--- src/rtl/hbmb_pkg.sv ---
// Package: shared constants for the host bus byte mailbox.
// Assumes a byte-wide host bus with two channels of two registers each.
package hbmb_pkg;
    localparam int BYTE_W    = 8;
    localparam int NUM_CH    = 2;
    localparam int BIT_RXRDY = 5;   // active-low "byte waiting" flag
    localparam int BIT_TXFUL = 6;   // "inbound FIFO full" flag
    localparam logic [BYTE_W-1:0] KEY_A = 8'h01;
    localparam logic [BYTE_W-1:0] KEY_B = 8'h80;

    typedef enum logic [2:0] {
        UL_IDLE,
        UL_OPEN,    // read seen, expect KEY_A
        UL_A1,      // expect KEY_B
        UL_B1,      // expect KEY_A
        UL_A2,      // expect KEY_B
        UL_ARMED    // expect closing read
    } unlock_t;
endpackage

--- src/rtl/hbmb_fifo.sv ---
// Module: hbmb_fifo
// Synchronous single-clock FIFO. A push when full and a pop when empty are
// dropped. Clear empties it and wins over a push or pop in the same cycle.
// Assumes DEPTH is a power of two so the pointers wrap naturally.
module hbmb_fifo #(
    parameter int WIDTH = 8,
    parameter int DEPTH = 16
) (
    input  logic             clk,
    input  logic             rst_n,
    input  logic             clr,
    input  logic             push,
    input  logic [WIDTH-1:0] din,
    input  logic             pop,
    output logic [WIDTH-1:0] head,
    output logic             empty,
    output logic             full
);
    localparam int AW = (DEPTH > 1) ? $clog2(DEPTH) : 1;
    localparam int CW = AW + 1;

    logic [WIDTH-1:0] mem [DEPTH];
    logic [AW-1:0]    wptr;
    logic [AW-1:0]    rptr;
    logic [CW-1:0]    cnt;
    logic             do_push;
    logic             do_pop;

    // Qualify requests against the current occupancy.
    always_comb begin
        full    = (cnt == CW'(DEPTH));
        empty   = (cnt == '0);
        do_push = push && !full && !clr;
        do_pop  = pop && !empty && !clr;
        head    = mem[rptr];
    end

    // Store the pushed byte.
    always_ff @(posedge clk) begin
        if (do_push) mem[wptr] <= din;
    end

    // Advance the pointers and the occupancy count.
    always_ff @(posedge clk) begin
        if (!rst_n || clr) begin
            wptr <= '0;
            rptr <= '0;
            cnt  <= '0;
        end else begin
            if (do_push) wptr <= wptr + 1'b1;
            if (do_pop)  rptr <= rptr + 1'b1;
            case ({do_push, do_pop})
                2'b10:   cnt <= cnt + 1'b1;
                2'b01:   cnt <= cnt - 1'b1;
                default: cnt <= cnt;
            endcase
        end
    end

    AST_NO_OVERFLOW: assert property (@(posedge clk) disable iff (!rst_n)
        cnt <= CW'(DEPTH));
    AST_FULL_PUSH_DROPPED: assert property (@(posedge clk) disable iff (!rst_n)
        full && push && !pop && !clr |=> full && $stable(wptr));
    AST_EMPTY_POP_HOLDS: assert property (@(posedge clk) disable iff (!rst_n)
        empty && pop && !push && !clr |=> empty && $stable(rptr));
    AST_CLEAR_EMPTIES: assert property (@(posedge clk) disable iff (!rst_n)
        clr |=> empty);
endmodule

--- src/rtl/hbmb_unlock.sv ---
// Module: hbmb_unlock
// Tracks the clear pattern on one channel's status register. The pattern is
// a read, then KEY_A, KEY_B, KEY_A, KEY_B writes, then a read. Any other host
// access returns to idle, and a status read restarts the pattern. Assumes
// acc_rd is already masked when a write is strobed in the same cycle.
module hbmb_unlock
    import hbmb_pkg::*;
(
    input  logic              clk,
    input  logic              rst_n,
    input  logic              acc_rd,
    input  logic              acc_wr,
    input  logic              is_ctl,
    input  logic [BYTE_W-1:0] wdata,
    output logic              clear_o
);
    unlock_t st;
    unlock_t st_nx;
    logic    rd_ctl;
    logic    wr_ctl;
    logic    acc;

    // Next-state selection for the pattern tracker.
    always_comb begin
        rd_ctl  = acc_rd && is_ctl;
        wr_ctl  = acc_wr && is_ctl;
        acc     = acc_rd || acc_wr;
        clear_o = 1'b0;
        st_nx   = st;
        if (acc) st_nx = rd_ctl ? UL_OPEN : UL_IDLE;
        case (st)
            UL_OPEN:  if (wr_ctl && wdata == KEY_A) st_nx = UL_A1;
            UL_A1:    if (wr_ctl && wdata == KEY_B) st_nx = UL_B1;
            UL_B1:    if (wr_ctl && wdata == KEY_A) st_nx = UL_A2;
            UL_A2:    if (wr_ctl && wdata == KEY_B) st_nx = UL_ARMED;
            UL_ARMED: if (rd_ctl) begin
                clear_o = 1'b1;
                st_nx   = UL_IDLE;
            end
            default: ;
        endcase
    end

    // Hold the tracker state.
    always_ff @(posedge clk) begin
        if (!rst_n) st <= UL_IDLE;
        else        st <= st_nx;
    end

    AST_SEQ_ABANDON: assert property (@(posedge clk) disable iff (!rst_n)
        acc && !is_ctl |=> st == UL_IDLE);
    AST_SEQ_RESTART: assert property (@(posedge clk) disable iff (!rst_n)
        rd_ctl && st != UL_ARMED |=> st == UL_OPEN);
endmodule

--- src/rtl/hbmb_top.sv ---
// Module: hbmb_top
// Byte-wide host bus slave with two mailbox channels. Offsets 0/1 are the
// main data/status pair and 2/3 the secondary pair. Each channel has one FIFO
// per direction and its own clear-pattern tracker. Assumes one host strobe
// per byte; a write strobe wins over a read strobe in the same cycle.
module hbmb_top
    import hbmb_pkg::*;
#(
    parameter int DEPTH = 16
) (
    input  logic              clk,
    input  logic              rst_n,
    input  logic [1:0]        host_addr,
    input  logic              host_rd,
    input  logic              host_wr,
    input  logic [BYTE_W-1:0] host_wdata,
    output logic [BYTE_W-1:0] host_rdata,
    output logic              main_dn_valid,
    output logic [BYTE_W-1:0] main_dn_data,
    input  logic              main_dn_ready,
    input  logic              main_up_valid,
    input  logic [BYTE_W-1:0] main_up_data,
    output logic              main_up_ready,
    output logic              sec_dn_valid,
    output logic [BYTE_W-1:0] sec_dn_data,
    input  logic              sec_dn_ready,
    input  logic              sec_up_valid,
    input  logic [BYTE_W-1:0] sec_up_data,
    output logic              sec_up_ready
);
    logic              rd_eff;
    logic [NUM_CH-1:0] dn_ready_a;
    logic [NUM_CH-1:0] up_valid_a;
    logic [NUM_CH-1:0] dn_empty;
    logic [NUM_CH-1:0] dn_full;
    logic [NUM_CH-1:0] up_empty;
    logic [NUM_CH-1:0] up_full;
    logic [NUM_CH-1:0] ch_clear;
    logic [BYTE_W-1:0] up_data_a [NUM_CH];
    logic [BYTE_W-1:0] dn_head   [NUM_CH];
    logic [BYTE_W-1:0] up_head   [NUM_CH];
    logic [BYTE_W-1:0] status    [NUM_CH];

    // Gather the per-channel controller inputs into arrays.
    always_comb begin
        rd_eff       = host_rd && !host_wr;
        dn_ready_a   = {sec_dn_ready, main_dn_ready};
        up_valid_a   = {sec_up_valid, main_up_valid};
        up_data_a[0] = main_up_data;
        up_data_a[1] = sec_up_data;
    end

    for (genvar c = 0; c < NUM_CH; c++) begin : g_ch
        logic hit;
        logic data_wr;
        logic data_rd;

        // Decode this channel's register pair.
        always_comb begin
            hit     = (host_addr[1] == 1'(c));
            data_wr = host_wr && hit && !host_addr[0];
            data_rd = rd_eff && hit && !host_addr[0];
            status[c] = '0;
            status[c][BIT_RXRDY] = up_empty[c];
            status[c][BIT_TXFUL] = dn_full[c];
        end

        hbmb_fifo #(.WIDTH(BYTE_W), .DEPTH(DEPTH)) u_dn (
            .clk   (clk),
            .rst_n (rst_n),
            .clr   (ch_clear[c]),
            .push  (data_wr),
            .din   (host_wdata),
            .pop   (dn_ready_a[c]),
            .head  (dn_head[c]),
            .empty (dn_empty[c]),
            .full  (dn_full[c])
        );

        hbmb_fifo #(.WIDTH(BYTE_W), .DEPTH(DEPTH)) u_up (
            .clk   (clk),
            .rst_n (rst_n),
            .clr   (ch_clear[c]),
            .push  (up_valid_a[c]),
            .din   (up_data_a[c]),
            .pop   (data_rd),
            .head  (up_head[c]),
            .empty (up_empty[c]),
            .full  (up_full[c])
        );

        hbmb_unlock u_unlock (
            .clk     (clk),
            .rst_n   (rst_n),
            .acc_rd  (rd_eff),
            .acc_wr  (host_wr),
            .is_ctl  (hit && host_addr[0]),
            .wdata   (host_wdata),
            .clear_o (ch_clear[c])
        );
    end

    // Drive the controller-side handshake outputs.
    always_comb begin
        main_dn_valid = !dn_empty[0];
        main_dn_data  = dn_head[0];
        main_up_ready = !up_full[0];
        sec_dn_valid  = !dn_empty[1];
        sec_dn_data   = dn_head[1];
        sec_up_ready  = !up_full[1];
    end

    // Read data mux; empty data registers and idle cycles return zero.
    always_comb begin
        host_rdata = '0;
        if (rd_eff) begin
            if (host_addr[0])
                host_rdata = status[host_addr[1]];
            else if (!up_empty[host_addr[1]])
                host_rdata = up_head[host_addr[1]];
        end
    end

    AST_STATUS_SPARE_ZERO: assert property (@(posedge clk) disable iff (!rst_n)
        rd_eff && host_addr[0] |-> (host_rdata & 8'h9F) == 8'h00);
    AST_EMPTY_READ_ZERO: assert property (@(posedge clk) disable iff (!rst_n)
        rd_eff && !host_addr[0] && up_empty[host_addr[1]] |-> host_rdata == 8'h00);
    AST_IDLE_BUS_ZERO: assert property (@(posedge clk) disable iff (!rst_n)
        !host_rd |-> host_rdata == 8'h00);
endmodule

--- config.mk ---
export PLATFORM = sky130hd
export DESIGN_NAME = hbmb_top
export DESIGN_NICKNAME = d
export VERILOG_FILES = /design/src/rtl/hbmb_pkg.sv /design/src/rtl/hbmb_fifo.sv /design/src/rtl/hbmb_unlock.sv /design/src/rtl/hbmb_top.sv
export SDC_FILE = /design/constraint.sdc
export NUM_CORES = 1
export LEC_CHECK = 0
export CAP_MARGIN = 20
export CORE_MARGIN = 4
export CORE_UTILIZATION = 32
export CTS_CLUSTER_SIZE = 20
export DETAILED_ROUTE_END_ITERATION = 12
export PLACE_DENSITY = 0.57
export SLEW_MARGIN = 15
export SYNTH_ARGS = -nofsm -noshare
export SYNTH_HDL_FRONTEND = slang
export SYNTH_SLANG_ARGS = --single-unit
--- constraint.sdc ---
create_clock -name clk -period 4.3 [get_ports clk]
set_clock_uncertainty 0.1 [all_clocks]
set_input_delay 0.645 -clock clk [delete_from_list [all_inputs] [get_ports clk]]
set_output_delay 0.645 -clock clk [all_outputs]
set_load 0.005 [all_outputs]
==> impl_summary.log, run 1 <==
INFO  metric synthesis.area = between 0.02 and 0.025 mm²
INFO  metric critPathLaunchType = flop
INFO  metric flow.area_growth_from_synthesis = 17.3%
INFO  metric postCtsHoldBufs = 0
INFO  metric fin_area = roughly 0.028 mm²
INFO  metric cellLeakagePower = about 0.009 µW
INFO  metric drt_iter0_drc = between 900 and 1000
INFO  metric slew-limit-headroom = between 30% and 40%
INFO  metric floorplan.initialDensity = between 30 and 40%
INFO  metric holdPathStages = 2
INFO  metric critical_path.max_stage_delay = around 0.57 ns
INFO  metric grt_pass1_vias = 12500
INFO  metric grt.total_usage = between 10% and 20%
INFO  metric ys_dominant_reg_cell = sky130_fd_sc_hd__edfxtp_1
INFO  metric worstSetupPathDepth = 5
INFO  metric endpoint_kind = output port
INFO  metric ir_worst_vdd = 0.000345 V
INFO  metric count_of_final_max_slew_check_failures = 0
INFO  metric clk-insertion-delay-late = 0.60 ns
INFO  metric post_cts_buffers = 0
INFO  metric num-fill-cells = approximately 6700
INFO  metric final_min_period_over_clock_period = ~93%
INFO  metric worstMarginPinSlew = 0.941 ns
INFO  metric post_drt_wl_per_cell = between 20 and 25 µm
INFO  metric timing_hold_violations_final = 0
INFO  metric fin_total_pwr = roughly 13000 µW
INFO  metric min_path_type = flop to flop
INFO  metric detail_route.first_pass.iterations = 5
INFO  metric synth.distinct_cells = 68
INFO  metric length_in_cells_of_the_worst_reg_to_reg_path = 12
INFO  metric ys.warnings.count = 0
INFO  metric grt_setup_unrepaired = false
INFO  metric finalNetCount = 1487
INFO  metric critical_path_required = approximately 3.6 ns
INFO  metric placed_area = around 0.026 mm²
INFO  metric cts_tree = yes
INFO  metric largest_net_degree_at_the_start_of_global_routing = 34
INFO  metric tritoncts.num_buffers = 60
INFO  metric synthesis.area_per_instance = around 19 µm²
INFO  metric yosys.area.top_type = sky130_fd_sc_hd__edfxtp_1
INFO  metric setup_viol_count_final = 0
INFO  metric num_vias = ~12000
INFO  metric final_cell_utilization_of_the_core = 38.0%
INFO  metric setup_tns = 0 ns
INFO  metric core_area = 0.0732 mm²
INFO  metric max_cap_violations = 0
INFO  metric clock_path_buffers = 3
INFO  metric grt_antenna_before_repair = 1
INFO  metric critical_path.slowest_cell = sky130_fd_sc_hd__mux4_2
INFO  metric async_reset_ff_share = 0%
INFO  metric cts_htree_levels = 2
INFO  metric placement_rows = between 90 and 100
INFO  metric timing.critical_path.mode_cell = sky130_fd_sc_hd__mux4_2
INFO  metric synth_top_cells_by_area = sky130_fd_sc_hd__edfxtp_1, sky130_fd_sc_hd__mux4_2, sky130_fd_sc_hd__dfxtp_1
INFO  metric detail_route.wirelength.met1 = between 20000 and 25000 µm
INFO  metric cts.reportedPaths.clkPinSlew = 0.06 ns
INFO  metric drt_wl_total = 50700 µm
INFO  metric dieHeight = approximately 280 µm
INFO  metric cp_data_arrival_time = 3.26 ns
INFO  metric routed-wl-met3 = about 2700 µm
INFO  metric synthesis.instances = between 1000 and 1500
INFO  metric drtAntennaViolNets = 0
INFO  metric ys_seq_elements = slightly below 600
INFO  metric fp.dieArea = approximately 0.08 mm²
INFO  metric post-route-drc-count = 0
INFO  metric synth.yosys.seq_area_share = about 70%
INFO  metric path_class = flop to output port
INFO  metric synthMostInstantiatedCell = sky130_fd_sc_hd__edfxtp_1
INFO  metric synthesis.nets = approximately 1300
INFO  metric dp_hpwl = 33100 µm
INFO  metric synthDominantCellAreaShare = 64.9%
INFO  metric critical_path.max_fanout = 13
INFO  metric cts_num_sinks = 586
INFO  metric drive_above_1_share = a little under a quarter
INFO  metric fmaxAchievable = ~250 MHz
INFO  metric root_buffer_cell = sky130_fd_sc_hd__clkbuf_16
INFO  metric ios = 62
INFO  metric most_instantiated_cells_after_synthesis = sky130_fd_sc_hd__edfxtp_1, sky130_fd_sc_hd__mux4_2, sky130_fd_sc_hd__nor2_1
INFO  metric post_drt_via_cell_ratio = 4.93
INFO  metric outcome = finished clean
INFO  metric period_needed = 4.01 ns
INFO  metric cp_top_family = multiplexers
INFO  metric dp_cells = 2316
INFO  metric met2_wirelength = about 25000 µm
INFO  metric power_per_cell_area = 472 mW/mm²
INFO  metric critical_path.n_buffers_inverters = 2
INFO  metric die_width = around 280 µm
INFO  metric finish.cell_count_without_fillers = about 2400
INFO  metric synth_edf_count = roughly 510
INFO  metric place_congestion = 0.725
INFO  metric ant_diodes = 0
INFO  metric grt_first_pass_wirelength = 77500 µm
INFO  metric number_of_port_buffers = slightly above 60
INFO  metric crit_path_cell_trace = buf_4 -> mux4_2 -> mux4_2 -> a22o_1 -> clkdlybuf4s50_1
INFO  metric grt_remaining_overflow = 0
INFO  metric maxUsedRoutingLayer = met5
-- where the power goes --
part / internal [µW] / leakage, µW / switching, µW / total (µW)
Clock: 2950 / 0.000920 / 2100 / 5050
Sequential: 6290 / 0.00522 / 122 / 6410
Combinational: 862 / 0.00264 / 797 / 1660
-- layout by cell type (no fill, tap or decap), types with 7 or more instances in the layout --
cell type / n
sky130_fd_sc_hd__edfxtp_1: 512
sky130_fd_sc_hd__mux4_2: 157
sky130_fd_sc_hd__nor2_1: 87
sky130_fd_sc_hd__buf_4: 81
sky130_fd_sc_hd__dfxtp_1: 70
sky130_fd_sc_hd__clkbuf_16: 61
sky130_fd_sc_hd__clkdlybuf4s50_1: 61
sky130_fd_sc_hd__nand2_1: 38
sky130_fd_sc_hd__a21oi_1: 36
sky130_fd_sc_hd__ha_1: 34
sky130_fd_sc_hd__inv_1: 26
sky130_fd_sc_hd__and2_1: 25
sky130_fd_sc_hd__xor2_1: 22
sky130_fd_sc_hd__nor3_1: 18
sky130_fd_sc_hd__o21ai_0: 15
sky130_fd_sc_hd__clkbuf_1: 15
sky130_fd_sc_hd__clkinv_1: 13
sky130_fd_sc_hd__xnor2_1: 12
sky130_fd_sc_hd__or3_1: 10
sky130_fd_sc_hd__nand2b_1: 9
sky130_fd_sc_hd__mux2i_1: 9
sky130_fd_sc_hd__nor2b_1: 9
sky130_fd_sc_hd__nand3_1: 9
sky130_fd_sc_hd__nor4_1: 8
sky130_fd_sc_hd__nand4_1: 8
sky130_fd_sc_hd__clkinv_2: 8
sky130_fd_sc_hd__a21boi_0: 7
-- flip-flops by register name (all words and copies together), names as in the netlist, named ones only --
name / flops
g_ch.u_up.rptr: 8
g_ch.u_dn.rptr: 8
g_ch.u_dn.cnt: 10
g_ch.u_up.wptr: 8
g_ch.u_dn.wptr: 8
g_ch.u_up.cnt: 10
g_ch.u_up.mem: 256
g_ch.u_unlock.st: 6
g_ch.u_dn.mem: 256
-- cells by family after synthesis --
family,after synthesis,share of synthesized area (%)
AOI/OAI and AO/OA,99,2.87
xor gates and xnor gates,34,1.26
adders and majority gates,34,1.79
buffers and inverters,92,1.77
DFF,586,71.1
muxes,167,15.3
and+or+nand+nor,264,5.85
-- routing by layer --
metal / up-vias / global-route usage (%)
met5: - / 0
met2: 309 / 21.4
met4: 2 / 2.86
li1: 5408 / -
met1: 6161 / 18.2
met3: 69 / 2.31
-- worst paths after layout --
check / from / endpoint / slack [ns]
worst min-delay path: g_ch[0].u_up.cnt[3]$_SDFFE_PP0P_ / g_ch[0].u_up.cnt[3]$_SDFFE_PP0P_ / 0.39
worst min register to register: g_ch[0].u_up.cnt[3]$_SDFFE_PP0P_ / g_ch[0].u_up.cnt[3]$_SDFFE_PP0P_ / 0.39
worst max-delay path: flop / host_rdata[3] / 0.29
worst max register to register: g_ch[0].u_up.cnt[1]$_SDFFE_PP0P_ / g_ch[0].u_up.cnt[4]$_SDFFE_PP0P_ / 0.95
-- worst reg2reg max path, cell delays in order (launching register included) --
cell	delay, ns
sky130_fd_sc_hd__dfxtp_1	0.38
sky130_fd_sc_hd__nor4_1	0.68
sky130_fd_sc_hd__a21oi_1	0.19
sky130_fd_sc_hd__nand2_1	0.25
sky130_fd_sc_hd__inv_2	0.06
sky130_fd_sc_hd__ha_1	0.28
sky130_fd_sc_hd__xor2_1	0.18
sky130_fd_sc_hd__ha_1	0.22
sky130_fd_sc_hd__nand2b_1	0.07
sky130_fd_sc_hd__a21boi_0	0.08
sky130_fd_sc_hd__o21a_1	0.19
sky130_fd_sc_hd__or4_1	0.46
sky130_fd_sc_hd__a21oi_1	0.14
-- final cells by class --
cell class	count	area, µm²	share of cell area [%]
repair buffers	145	1280	4.60
flip-flops and latches	586	16900	60.7
clock buffers	76	1580	5.69
well taps	959	1200	4.32
multi-input cells	598	6440	23.2
inverters	28	108	0.387
clock inverters	34	323	1.16
-- what timing repair did --
item                       CTS  global route
pin swaps                    0             0
cloned                       0             0
gates resized for setup      1             1
setup endpoints to repair    1             3
-- through the flow --
step | hold WS (ns) | setup slack [ns]
2_1_floorplan | 0.358 | 0.847
3_3_place_gp | 0.373 | 0.345
3_5_place_dp | 0.386 | 0.332
4_1_cts | 0.398 | 0.0428
5_1_grt | 0.433 | 0.122
6_report | 0.391 | 0.290
No activity file was read; power rests on OpenSTA's default activity.
==> inputs of run 2 (changes only) <==
TNS_END_PERCENT = 20   (was default)
clock period = 4.8 ns   (was 4.3 ns; I/O delays follow)
==> run 2 against run 1 <==
Compared with the run above: combinational power fell by 13%; hold slack got worse by 0.00067 ns; sequential share of layout area rose by 0.43 points; sequential power fell by 10%; largest power group unchanged; highest routed layer is now met4.
==> impl_summary.log, run 2 (same netlist as run 1, synthesis figures left out) <==
INFO  metric outcome = finished clean
INFO  metric postCtsHoldBufs = 0
INFO  metric final_cell_utilization_of_the_core = a little under two fifths
INFO  metric endpoint_kind = output port
INFO  metric drt_wl_total = around 51000 µm
INFO  metric period_needed = between 4 and 5 ns
INFO  metric place_congestion = 0.724
INFO  metric cts_tree = yes
INFO  metric fin_total_pwr = between 10000 and 15000 µW
INFO  metric number_of_port_buffers = 61
INFO  metric grt_first_pass_wirelength = about 77000 µm
INFO  metric post_cts_buffers = 0
INFO  metric root_buffer_cell = sky130_fd_sc_hd__clkbuf_16
INFO  metric grt_remaining_overflow = 0
INFO  metric drt_iter0_drc = 881
INFO  metric tritoncts.num_buffers = 60
INFO  metric dieHeight = 280 µm
INFO  metric count_of_final_max_slew_check_failures = 0
INFO  metric post_drt_via_cell_ratio = about 5
INFO  metric drtAntennaViolNets = 0
INFO  metric min_path_type = flop to flop
INFO  metric clock_path_buffers = 3
INFO  metric path_class = flop to output port
INFO  metric max_cap_violations = 0
INFO  metric top_library_cells_by_usage_in_the_layout_fill_and_taps_aside = sky130_fd_sc_hd__edfxtp_1, sky130_fd_sc_hd__mux4_2, sky130_fd_sc_hd__nor2_1, sky130_fd_sc_hd__dfxtp_1, sky130_fd_sc_hd__clkbuf_16
INFO  metric post_cts_resize_count = 0
INFO  metric num-fill-cells = between 6000 and 7000
INFO  metric cts.reportedPaths.clkPinSlew = approximately 0.06 ns
INFO  metric flow.area_growth_from_synthesis = 16.4%
INFO  metric clk-insertion-delay-late = between 0.6 and 0.7 ns
INFO  metric cts_htree_levels = 2
INFO  metric grt_setup_unrepaired = false
INFO  metric grt_antenna_before_repair = 0
INFO  metric cts_num_sinks = a little under 600
INFO  metric timing_hold_violations_final = 0
INFO  metric post_drt_wl_per_cell = approximately 21 µm
INFO  metric final_min_period_over_clock_period = between 80% and 90%
INFO  metric setup_viol_count_final = 0
INFO  metric setup_slack = between 0.6 and 0.7 ns
INFO  metric core_area = about 0.073 mm²
INFO  metric num_vias = 11800
INFO  metric fp.dieArea = 0.0785 mm²
INFO  metric largest_net_degree_at_the_start_of_global_routing = 34
INFO  metric setup_tns = 0 ns
INFO  metric ios = 62
INFO  metric fin_hold_ws = 0.390 ns
INFO  metric dp_hpwl = between 30000 and 40000 µm
INFO  metric ir_worst_vdd = 0.000317 V
INFO  metric critical_path_required = roughly 4.0 ns
INFO  metric critPathLaunchType = flop
INFO  metric grt_pass1_vias = ~12000
INFO  metric drive_above_1_share = between 20% and 30%
INFO  metric finalNetCount = ~1500
INFO  metric ant_diodes = 0
INFO  metric power_per_cell_area = about 420 mW/mm²
INFO  metric place_ws = between 0.4 and 0.5 ns
INFO  metric worstMarginPinSlew = 1.08 ns
INFO  metric detail_route.first_pass.iterations = 5
INFO  metric fmaxAchievable = about 240 MHz
INFO  metric slew-limit-headroom = roughly 27%
INFO  metric cellLeakagePower = 0.00867 µW
INFO  metric die_width = roughly 280 µm
INFO  metric placement_rows = just under 100
INFO  metric post-route-drc-count = 0
INFO  metric floorplan.initialDensity = between 30 and 40%
INFO  metric cp_data_arrival_time = between 3 and 4 ns
INFO  metric biggest_registers_after_layout = g_ch.u_dn.mem: 256 flops, g_ch.u_up.mem: 256 flops
INFO  metric critical_path.max_fanout = 20
INFO  metric commonest_non_fill_non_tap_cell_in_the_layout = sky130_fd_sc_hd__edfxtp_1
INFO  metric grt.total_usage = 12.8%
==> run 2: cell count changes in the layout (fill, tap and decap cells not counted), sizes merged <==
cell	previous run	this run
clkinv	22	12
bufinv	6	1
clkbuf	76	95
clkinvlp	4	1
buf	84	55
==> run 2: critical path: stages, from the launching register on <==
cell and delay, ns:
sky130_fd_sc_hd__dfxtp_2 0.66, sky130_fd_sc_hd__buf_12 0.27, sky130_fd_sc_hd__mux4_2 0.53, sky130_fd_sc_hd__mux2_2 0.28
sky130_fd_sc_hd__a21oi_1 0.28, sky130_fd_sc_hd__o21ai_1 0.21, sky130_fd_sc_hd__clkdlybuf4s50_1 0.51
==> run 2: metal layers <==
| layer | part of all wire (%) | global-route usage [%] | vias to the layer above |
|---|---|---|---|
| li1 | - | - | 5336 |
| met1 | 45 | 17.4 | 6115 |
| met2 | 49 | 21.5 | 258 |
| met3 | 4.2 | 2.25 | 63 |
| met4 | 1.7 | 3.22 | 0 |
| met5 | 0 | 0 | - |
==> run 2: stage by stage <==
stage	cell area (µm²)	std cells
after floorplan	23700	1276
after global placement	25600	2285
after detailed placement	25600	2285
after CTS	27600	2396
after global routing	27600	2398
final	27600	2398
==> run 2: final cells by class <==
cell class                      count  area [µm²]  share of cell area [%]
Multi-Input combinational cell    598        6440                    23.3
Sequential cell                   586       16900                    61.1
Inverter                           28         108                   0.390
Clock inverter                     16         116                   0.422
Clock buffer                       95        1810                    6.57
Tap cell                          959        1200                    4.35
Timing Repair Buffer              116        1060                    3.84
==> run 2: final timing paths <==
kind                                         start                          endpoint  slack [ns]  depth (start not counted)
setup reg to reg  g_ch[1].u_up.cnt[1]$_SDFFE_PP0P_  g_ch[1].u_up.cnt[3]$_SDFFE_PP0P_        1.11                          9
hold reg to reg   g_ch[0].u_up.cnt[3]$_SDFFE_PP0P_  g_ch[0].u_up.cnt[3]$_SDFFE_PP0P_        0.39                          2
hold / removal    g_ch[0].u_up.cnt[3]$_SDFFE_PP0P_  g_ch[0].u_up.cnt[3]$_SDFFE_PP0P_        0.39                          2
setup / recovery                              flop                     host_rdata[6]        0.63                          6
==> run 2: power by group <==
part / internal (µW) / switching (µW) / leakage [µW]
Clock: 2630 / 1880 / 0.000966
Sequential: 5630 / 113 / 0.00522
Combinational: 740 / 697 / 0.00249
Total: 9010 / 2690 / 0.00867
